**src/rtl/erase_window_pkg.sv**
```systemverilog
package erase_window_pkg;

  typedef enum logic [1:0] {
    WIN_IDLE  = 2'd0,
    WIN_OPEN  = 2'd1,
    WIN_ERASE = 2'd2,
    WIN_HOLD  = 2'd3
  } win_state_e;

  typedef struct packed {
    logic clear;
    logic fill;
    logic load;
    logic add;
  } map_op_t;

endpackage

```
**src/rtl/erase_window_timer.sv**
```systemverilog
module erase_window_timer #(
  parameter int unsigned LIMIT = 50
) (
  input  logic clk,
  input  logic rst_n,
  input  logic restart,
  input  logic run,
  input  logic tick,
  output logic expired
);

  localparam int unsigned CNT_W = $clog2(LIMIT + 1);
  localparam logic [CNT_W-1:0] LAST = CNT_W'(LIMIT - 1);

  logic [CNT_W-1:0] cnt_q;
  logic [CNT_W-1:0] cnt_d;
  logic             cnt_en;

  assign expired = run && tick && !restart && (cnt_q == LAST);

  always_comb begin
    cnt_en = 1'b0;
    cnt_d  = cnt_q;
    if (restart) begin
      cnt_en = 1'b1;
      cnt_d  = '0;
    end else if (run && tick) begin
      cnt_en = 1'b1;
      cnt_d  = cnt_q + 1'b1;
    end
  end

  always_ff @(posedge clk or negedge rst_n) begin
    if (!rst_n) begin
      cnt_q <= '0;
    end else if (cnt_en) begin
      cnt_q <= cnt_d;
    end
  end

endmodule

```
**src/rtl/erase_sector_map.sv**
```systemverilog
module erase_sector_map
  import erase_window_pkg::*;
#(
  parameter int unsigned NUM_SECTORS = 8,
  parameter int unsigned IDX_W       = (NUM_SECTORS > 1) ? $clog2(NUM_SECTORS) : 1
) (
  input  logic                   clk,
  input  logic                   rst_n,
  input  map_op_t                op,
  input  logic [IDX_W-1:0]       idx,
  output logic [NUM_SECTORS-1:0] map
);

  logic [NUM_SECTORS-1:0] map_q;
  logic [NUM_SECTORS-1:0] map_d;
  logic [NUM_SECTORS-1:0] hit;
  logic                   map_en;

  genvar g;
  generate
    for (g = 0; g < NUM_SECTORS; g++) begin : g_bit
      assign hit[g] = (idx == IDX_W'(g));
    end
  endgenerate

  always_comb begin
    map_en = 1'b1;
    map_d  = map_q;
    if (op.clear) begin
      map_d = '0;
    end else if (op.fill) begin
      map_d = '1;
    end else if (op.load) begin
      map_d = hit;
    end else if (op.add) begin
      map_d = map_q | hit;
    end else begin
      map_en = 1'b0;
    end
  end

  always_ff @(posedge clk or negedge rst_n) begin
    if (!rst_n) begin
      map_q <= '0;
    end else if (map_en) begin
      map_q <= map_d;
    end
  end

  assign map = map_q;

endmodule

```
**src/rtl/erase_window_fsm.sv**
```systemverilog
module erase_window_fsm
  import erase_window_pkg::*;
(
  input  logic       clk,
  input  logic       rst_n,
  input  logic       cmd_sector,
  input  logic       cmd_chip,
  input  logic       cmd_suspend,
  input  logic       cmd_other,
  input  logic       done,
  input  logic       expired,
  output map_op_t    map_op,
  output logic       tmr_restart,
  output logic       tmr_run,
  output logic       start,
  output logic       busy,
  output win_state_e state
);

  win_state_e state_q;
  win_state_e state_d;
  logic       start_q;
  logic       start_d;

  always_comb begin
    state_d     = state_q;
    start_d     = 1'b0;
    map_op      = '0;
    tmr_restart = 1'b0;
    tmr_run     = (state_q == WIN_OPEN);
    unique case (state_q)
      WIN_IDLE: begin
        if (cmd_sector) begin
          state_d     = WIN_OPEN;
          map_op.load = 1'b1;
          tmr_restart = 1'b1;
        end else if (cmd_chip) begin
          state_d     = WIN_ERASE;
          map_op.fill = 1'b1;
          start_d     = 1'b1;
        end
      end
      WIN_OPEN: begin
        if (cmd_sector) begin
          map_op.add  = 1'b1;
          tmr_restart = 1'b1;
        end else if (cmd_chip || cmd_other) begin
          state_d      = WIN_IDLE;
          map_op.clear = 1'b1;
        end else if (expired) begin
          state_d = WIN_ERASE;
          start_d = 1'b1;
        end
      end
      WIN_ERASE: begin
        if (done) begin
          state_d      = WIN_IDLE;
          map_op.clear = 1'b1;
        end else if (cmd_suspend) begin
          state_d = WIN_HOLD;
        end
      end
      WIN_HOLD: begin
        if (done) begin
          state_d      = WIN_IDLE;
          map_op.clear = 1'b1;
        end else if (cmd_other) begin
          state_d = WIN_ERASE;
        end
      end
      default: begin
        state_d      = WIN_IDLE;
        map_op.clear = 1'b1;
      end
    endcase
  end

  always_ff @(posedge clk or negedge rst_n) begin
    if (!rst_n) begin
      state_q <= WIN_IDLE;
      start_q <= 1'b0;
    end else begin
      state_q <= state_d;
      start_q <= start_d;
    end
  end

  assign state = state_q;
  assign start = start_q;
  assign busy  = (state_q == WIN_ERASE) || (state_q == WIN_HOLD);

endmodule

```
**src/rtl/erase_window_ctrl.sv**
```systemverilog
module erase_window_ctrl
  import erase_window_pkg::*;
#(
  parameter int unsigned NUM_SECTORS = 8,
  parameter int unsigned TIMEOUT_US  = 50,
  parameter int unsigned IDX_W       = (NUM_SECTORS > 1) ? $clog2(NUM_SECTORS) : 1
) (
  input  logic                   clk,
  input  logic                   rst_n,
  input  logic                   cmd_sector_erase,
  input  logic [IDX_W-1:0]       cmd_sector_idx,
  input  logic                   cmd_chip_erase,
  input  logic                   cmd_erase_suspend,
  input  logic                   cmd_other,
  input  logic                   us_tick,
  input  logic                   erase_done,
  output logic [NUM_SECTORS-1:0] sector_sel,
  output logic                   erase_start,
  output logic                   erase_busy,
  output logic                   dq3_status,
  output logic [1:0]             win_state
);

  map_op_t    map_op;
  logic       tmr_restart;
  logic       tmr_run;
  logic       tmr_expired;
  win_state_e fsm_state;

  erase_window_fsm u_fsm (
    .clk         (clk),
    .rst_n       (rst_n),
    .cmd_sector  (cmd_sector_erase),
    .cmd_chip    (cmd_chip_erase),
    .cmd_suspend (cmd_erase_suspend),
    .cmd_other   (cmd_other),
    .done        (erase_done),
    .expired     (tmr_expired),
    .map_op      (map_op),
    .tmr_restart (tmr_restart),
    .tmr_run     (tmr_run),
    .start       (erase_start),
    .busy        (erase_busy),
    .state       (fsm_state)
  );

  erase_window_timer #(
    .LIMIT (TIMEOUT_US)
  ) u_timer (
    .clk     (clk),
    .rst_n   (rst_n),
    .restart (tmr_restart),
    .run     (tmr_run),
    .tick    (us_tick),
    .expired (tmr_expired)
  );

  erase_sector_map #(
    .NUM_SECTORS (NUM_SECTORS),
    .IDX_W       (IDX_W)
  ) u_map (
    .clk   (clk),
    .rst_n (rst_n),
    .op    (map_op),
    .idx   (cmd_sector_idx),
    .map   (sector_sel)
  );

  assign dq3_status = erase_busy;
  assign win_state  = fsm_state;

endmodule

```
**config.mk**
```make
export PLATFORM = sky130hd
export DESIGN_NAME = erase_window_ctrl
export DESIGN_NICKNAME = d
export VERILOG_FILES = /design/src/rtl/erase_window_pkg.sv /design/src/rtl/erase_window_timer.sv /design/src/rtl/erase_sector_map.sv /design/src/rtl/erase_window_fsm.sv /design/src/rtl/erase_window_ctrl.sv
export SDC_FILE = /design/constraint.sdc
export NUM_CORES = 1
export LEC_CHECK = 0
export BUFFER_PORTS_ARGS = -buffer_cell sky130_fd_sc_hd__buf_2
export CORE_UTILIZATION = 51
export DETAILED_ROUTE_END_ITERATION = 6
export GPL_TIMING_DRIVEN = 0
export PLACE_DENSITY_LB_ADDON = 0.05
export SETUP_SLACK_MARGIN = 0.15
export SLEW_MARGIN = 20
export SYNTH_ARGS = -nofsm -noshare
export SYNTH_HDL_FRONTEND = slang
export SYNTH_SLANG_ARGS = --single-unit
export TNS_END_PERCENT = 5
```
**constraint.sdc**
```tcl
create_clock -name clk -period 1.65 [get_ports clk]
set_clock_uncertainty 0.1 [all_clocks]
set_input_delay 0.33 -clock clk [delete_from_list [all_inputs] [get_ports clk]]
set_output_delay 0.33 -clock clk [all_outputs]
set_load 0.03 [all_outputs]
```
# [After elaboration in Yosys (flattened, before gate mapping)]
# Index checks and enable logic that the tools add are counted.
[totals] inputBits=11 register_bits=17 out_inout_bits=13 n_memories=0 romBits=0 elab_cells=73 ramBits=0 latchBits=0
[op_classes] shift=0 div=0 bitwise=1 addsub=1 eq_ne=16 multipliers=0 magnitude_cmp=0 n_mux=36 n_reduce_logical=15
[op_table] operator="two-way mux 8 bit" count=4
[op_table] operator="two-way mux 2 bit" count=10
[op_table] operator="two-way mux 1 bit" count=17
[op_table] operator="== test 3 bit, second input constant" count=4
[op_table] operator="two-way mux 6 bit" count=2
[op_table] operator="inequality test 3 bit, second input constant" count=4
[op_table] operator="bitwise OR 8 bit" count=1
[op_table] operator="case mux 2 bit (4 select lines)" count=1
[op_table] operator="adder 6 x 1 -> 6 bit, second input constant" count=1
[op_table] operator="== test 3 x 2 -> 1 bit, second input constant" count=2
[op_table] operator="== test 6 bit, second input constant" count=1
[op_table] operator="AND reduction 5 bit" count=1
[op_table] operator="== test 2 bit, second input constant" count=2
[op_table] operator="case mux 1 bit (2 select lines)" count=2
[op_table] operator="AND reduction 2 bit" count=2
[op_table] operator="nonzero test 4 bit" count=1
[op_table] operator="OR reduction 2 bit" count=2
[op_table] operator="== test 3 x 1 -> 1 bit, second input constant" count=1
[op_table] operator="logical AND 1 bit" count=3
[op_table] operator="logical NOT 3 bit" count=1
[op_table] operator="== test 2 x 1 -> 1 bit, second input constant" count=1
[op_table] operator="logical NOT 2 bit" count=1
[op_table] operator="logical OR 1 bit" count=2
[op_table] operator="inequality test 2 bit, second input constant" count=1
[op_table] operator="other kinds (2)" count=2

# [Logic depth before layout (Yosys ltp)]
[depth] depth_word=10 ltp_mapped=5 ltp_nobuf=5

# [By module]
# From an unflattened synthesis, not the netlist that was laid out.
[hier_totals] hier_cells=102 hier_area_um2=937.1
[modules_own_cells] module="erase_sector_map" seq_area_each_um2=200.2 n_inst=1 area_each_um2=405.4 cells_each=41
[modules_own_cells] module="erase_window_timer" seq_area_each_um2=150.1 n_inst=1 area_each_um2=326.6 cells_each=34
[modules_own_cells] module="erase_window_fsm" seq_area_each_um2=75.1 n_inst=1 area_each_um2=197.7 cells_each=26
[modules_own_cells] module="erase_window_ctrl" seq_area_each_um2=0.0 n_inst=1 area_each_um2=7.5 cells_each=1

# [Worst setup path after synthesis]
# No wires, ideal clock.
[synth_path] kind="register to output" startpoint="reg u_fsm.state_q[1] (netlist: u_fsm.state[1])" endpoint="out erase_busy" path_stages_with_launch=3 n_path_buf=2 t_required_ns=1.220 t_arrival_ns=1.182 slack_ns=0.038 path_cell_list="dfrtp_1 > clkbuf_1 > buf_4"
[synth_between] elab_chain_cells=2 elab_cells_between_ends=3 cone_classes="eq/ne (2); reduce/logical (1)"
[synth_rtl] item="start, declared" line_no="erase_window_fsm.sv:20" source="win_state_e state_q;"
[synth_rtl] item="start signal, assigned" line_no="erase_window_fsm.sv:83" source="state_q <= state_d;"
[synth_rtl] item="== test 2 bit" line_no="erase_window_fsm.sv:90" source="assign busy = (state_q == WIN_ERASE) || (state_q == WIN_HOLD);"
[synth_rtl] item="logical OR 1 bit *" line_no="erase_window_fsm.sv:90"
[synth_rtl] item="end, declared" line_no="erase_window_ctrl.sv:19" source="output logic erase_busy,"
# Mark *: on every way between the ends. The rest lies on a longest branch, timed or not.

# [Worst setup path after layout]
[layout_path] startpoint="reg u_timer.cnt_q[3]" endpoint="reg u_fsm.state_q[0] (netlist: u_fsm.state[0])"
[layout_between] elab_chain_cells=4
[layout_rtl] item="start, declared" line_no="erase_window_timer.sv:15" source="logic [CNT_W-1:0] cnt_q;"
[layout_rtl] item="start signal, assigned" line_no="erase_window_timer.sv:37" source="cnt_q <= cnt_d;"
[layout_rtl] item="== test 6 bit" line_no="erase_window_timer.sv:19" source="assign expired = run && tick && !restart && (cnt_q == LAST);"
[layout_rtl] item="logical AND 1 bit" line_no="erase_window_timer.sv:19"
[layout_rtl] item="inequality test 3 bit (no source line)"
[layout_rtl] item="AND reduction 5 bit (no source line)"
# No other way between the ends.
# A chain may end at the register's enable or synchronous reset.

==> impl_metrics.prom <==
# TYPE chip_impl_metric gauge
chip_impl_info{name="tritoncts",value="yes"} 1
chip_impl_metric{name="htree_levels",unit=""} 1
chip_impl_metric{name="initial_antenna_violation_count",unit=""} 0
chip_impl_metric{name="io_buf_count",unit=""} 23
chip_impl_metric{name="grt.total_usage",unit="%"} 22.2
chip_impl_info{name="grt_setup_unrepaired",value="true"} 1
chip_impl_metric{name="initial_utilization",unit="%"} 55.5
chip_impl_metric{name="seq_area_frac_synth",unit="%"} 43.4
chip_impl_metric{name="die-area",unit="um2"} 2100
chip_impl_info{name="synth_top_flop_cell",value="sky130_fd_sc_hd__dfrtp_1"} 1
chip_impl_metric{name="timing.setup.tns",unit="ps"} 0
chip_impl_metric{name="worstSkewPairLatency",unit="ps"} 280
chip_impl_metric{name="syn_nets",unit=""} 110
chip_impl_metric{name="slew_violations",unit=""} 0
chip_impl_metric{name="core_area",unit="um2"} 1760
chip_impl_metric{name="place_ws",unit="ps"} 160
chip_impl_metric{name="synthesis.instances",unit=""} 97
chip_impl_metric{name="grt_pass1_vias",unit=""} 740
chip_impl_metric{name="postSynthAreaPerCell",unit="um2"} 10.1
chip_impl_metric{name="pin_count_of_the_biggest_net_entering_global_routing",unit=""} 18
chip_impl_metric{name="routabilityCongestion",unit=""} 0.775
chip_impl_info{name="crit_path_kind",value="reg -> reg"} 1
chip_impl_info{name="critical_path.endpoint_type",value="register"} 1
chip_impl_metric{name="synthArstFlopShare",unit="%"} 100
chip_impl_metric{name="drc_errors",unit=""} 0
chip_impl_metric{name="drt_iter0_drc",unit=""} 23
chip_impl_metric{name="max_freq",unit="MHz"} 662
chip_impl_info{name="clk_root_buffer_cell",value="sky130_fd_sc_hd__clkbuf_4"} 1
chip_impl_metric{name="utilization",unit="%"} 68.3
chip_impl_metric{name="synth-warning-count",unit=""} 0
chip_impl_metric{name="yosysUniqueCellTypes",unit=""} 38
chip_impl_metric{name="crit_fanout",unit=""} 5
chip_impl_metric{name="synthToLayoutAreaGrowth",unit="%"} 23.0
chip_impl_metric{name="boundaryPins",unit=""} 24
chip_impl_metric{name="wire_per_inst",unit="um"} 13.9
chip_impl_metric{name="viasPerCell",unit=""} 5.53
chip_impl_metric{name="post_route_cells_drive_above_1_share",unit="%"} 37.2
chip_impl_metric{name="cts_inserted_buffers",unit=""} 3
chip_impl_metric{name="setup_slack",unit="ps"} 139
chip_impl_metric{name="dpl.hpwl",unit="mm"} 1.48
chip_impl_info{name="run_status",value="completed"} 1
chip_impl_metric{name="synth_enable_flop_cells",unit=""} 0
chip_impl_metric{name="drt-total-wl",unit="mm"} 2.14
chip_impl_metric{name="timing.critical_path.required",unit="ps"} 1720
chip_impl_metric{name="final_net_count",unit=""} 143
chip_impl_metric{name="rows",unit=""} 15
chip_impl_metric{name="slowest_delay",unit="ps"} 450
chip_impl_info{name="worst_hold_path_type",value="in -> reg"} 1
chip_impl_metric{name="synth-seq-cells",unit=""} 17
chip_impl_metric{name="max-vdd-ir-drop",unit="V"} 0.000651
chip_impl_metric{name="timing.critical_path.arrival",unit="ps"} 1580
chip_impl_metric{name="clockBufferDepth",unit=""} 2
chip_impl_info{name="final_common_cell",value="sky130_fd_sc_hd__buf_2"} 1
chip_impl_metric{name="grt_pass1_wl",unit="mm"} 3.24
chip_impl_metric{name="drt.antenna.violating_nets",unit=""} 0
chip_impl_metric{name="final_min_period_over_clock_period",unit="%"} 91.6
chip_impl_metric{name="n_antenna_cell",unit=""} 0
chip_impl_metric{name="die_height",unit="um"} 45.8
chip_impl_info{name="startpoint_type",value="register"} 1
chip_impl_metric{name="dr_total_vias",unit=""} 851
chip_impl_metric{name="maxCapViolations",unit=""} 0
chip_impl_metric{name="globalRouteOverflowTotal",unit=""} 0
chip_impl_metric{name="final-setup-viol-count",unit=""} 0
chip_impl_info{name="worstPathCellList",value="nor4b_2 > nand3_1 > a311o_1"} 1
chip_impl_info{name="most-common-layout-cells",value="sky130_fd_sc_hd__buf_2 (22), sky130_fd_sc_hd__dfrtp_1 (16), sky130_fd_sc_hd__nand2_1 (13)"} 1
chip_impl_metric{name="power-per-cell-area",unit="nW/um2"} 998
chip_impl_info{name="cpMaxStageDelayCell",value="sky130_fd_sc_hd__dfrtp_1"} 1
chip_impl_metric{name="drtPass1Iterations",unit=""} 4
chip_impl_metric{name="worst_path_clk_slew",unit="ps"} 100
chip_impl_metric{name="fp.dieW",unit="um"} 45.8
chip_impl_metric{name="syn_area",unit="um2"} 980
chip_impl_metric{name="final_hold_viol_count",unit=""} 0
chip_impl_metric{name="min_period",unit="ps"} 1510
chip_impl_metric{name="worst_slew_margin_rel",unit="%"} 74.0
chip_impl_metric{name="clkSinkCount",unit=""} 17
chip_impl_metric{name="total_leakage_power",unit="nW"} 0.561
chip_impl_metric{name="worst_pin_slew",unit="ps"} 390
## layout make-up
class | instances | area, um2
buffer | 6 | 50.0
clock buffer | 4 | 26.3
fill | 157 | 559
inverter | 1 | 3.75
multi-input combinational | 73 | 505
sequential | 17 | 427
tap | 25 | 31.3
timing repair buffer | 28 | 161
## synth_stat cells (2+ instances only)
| cell type | number | area, um2 |
|---|---|---|
| sky130_fd_sc_hd__dfrtp_1 | 17 | 425 |
| sky130_fd_sc_hd__nand4b_1 | 2 | 17.5 |
| sky130_fd_sc_hd__buf_6 | 2 | 22.5 |
| sky130_fd_sc_hd__nand2_1 | 13 | 48.8 |
| sky130_fd_sc_hd__or3_1 | 2 | 12.5 |
| sky130_fd_sc_hd__buf_4 | 3 | 22.5 |
| sky130_fd_sc_hd__a21oi_1 | 6 | 30.0 |
| sky130_fd_sc_hd__nand3_1 | 2 | 10.0 |
| sky130_fd_sc_hd__nor2_1 | 3 | 11.3 |
| sky130_fd_sc_hd__nor2b_1 | 3 | 18.8 |
| sky130_fd_sc_hd__a31oi_1 | 4 | 25.0 |
| sky130_fd_sc_hd__o21ai_1 | 8 | 40.0 |
| sky130_fd_sc_hd__or2b_2 | 2 | 17.5 |
| sky130_fd_sc_hd__ha_1 | 2 | 25.0 |
| sky130_fd_sc_hd__nand2b_1 | 2 | 12.5 |
| sky130_fd_sc_hd__o21ai_0 | 4 | 20.0 |
## per-layer routing
metal / up-vias / share of wire, % / track usage [%]
met2: 28 / 47 / 35.4
met4: 0 / 0.89 / 7.06
met1: 401 / 47 / 30.2
met5: - / 0 / 0
met3: 4 / 4.4 / 4.37
li1: 418 / - / -
## where the power goes
part / internal (mW) / leakage, nW / switching [mW]
Combinational: 0.175 / 0.324 / 0.272
Clock: 0.0937 / 0.0150 / 0.127
Sequential: 0.482 / 0.222 / 0.0533
## cells by family (layout without fill, tap and decap cells)
family | after synthesis | after routing | share of synthesized area (%)
flip-flops | 17 | 17 | 43.4
multiplexers | 1 | 1 | 1.02
buffers and inverters | 7 | 39 | 5.36
XOR/XNOR | 1 | 1 | 0.894
AO/OA/AOI/OAI | 30 | 30 | 20.9
adder cells (fa/ha/maj) | 2 | 2 | 2.55
AND/OR/NAND/NOR | 39 | 39 | 25.8
## what timing repair did
action,4_1_cts,5_1_grt
hold buffers,1,0
pin swaps,0,3
endpoints found under the hold margin,17,0
buffers inserted,1,3
setup endpoints to repair,2,14
gates resized for setup,3,1
## flip-flops by register name, summed over array words and instances (netlist names)
register,count
u_map.map,8
u_timer.cnt_q,6
u_fsm.state,2
u_fsm.start,1
## critical path: cells and delay by family (launching register included)
family,cells,cell delay [ps]
compound gates,1,360
simple gates,2,490
flops,1,450
## worst paths after layout
check,to,from,slack (ps),cells past startpoint
max in group asynchronous,u_fsm.state[1]$_DFFE_PN0P_,rst_n,770,2
setup / recovery,u_fsm.state[0]$_DFFE_PN0P_,u_timer.cnt_q[3]$_DFFE_PN0P_,140,3
min in group asynchronous,u_fsm.state[0]$_DFFE_PN0P_,rst_n,390,2
hold / removal,u_fsm.state[1]$_DFFE_PN0P_,erase_done,250,3
setup reg to reg,u_fsm.state[0]$_DFFE_PN0P_,u_timer.cnt_q[3]$_DFFE_PN0P_,140,3
hold reg to reg,u_map.map[4]$_DFFE_PN0P_,u_map.map[4]$_DFFE_PN0P_,420,2
## per-stage QoR
stage | total power, mW | area, um2 | hold slack [ps] | std cells
floorplan | 0.839 | 981 | -65.6 | 97
global placement | 0.952 | 1130 | 171 | 145
detailed placement | 0.966 | 1130 | 177 | 145
CTS | 1.20 | 1180 | 243 | 151
global route | 1.28 | 1200 | 240 | 154
finish | 1.20 | 1200 | 251 | 154
(Power assumes the default switching activity.)
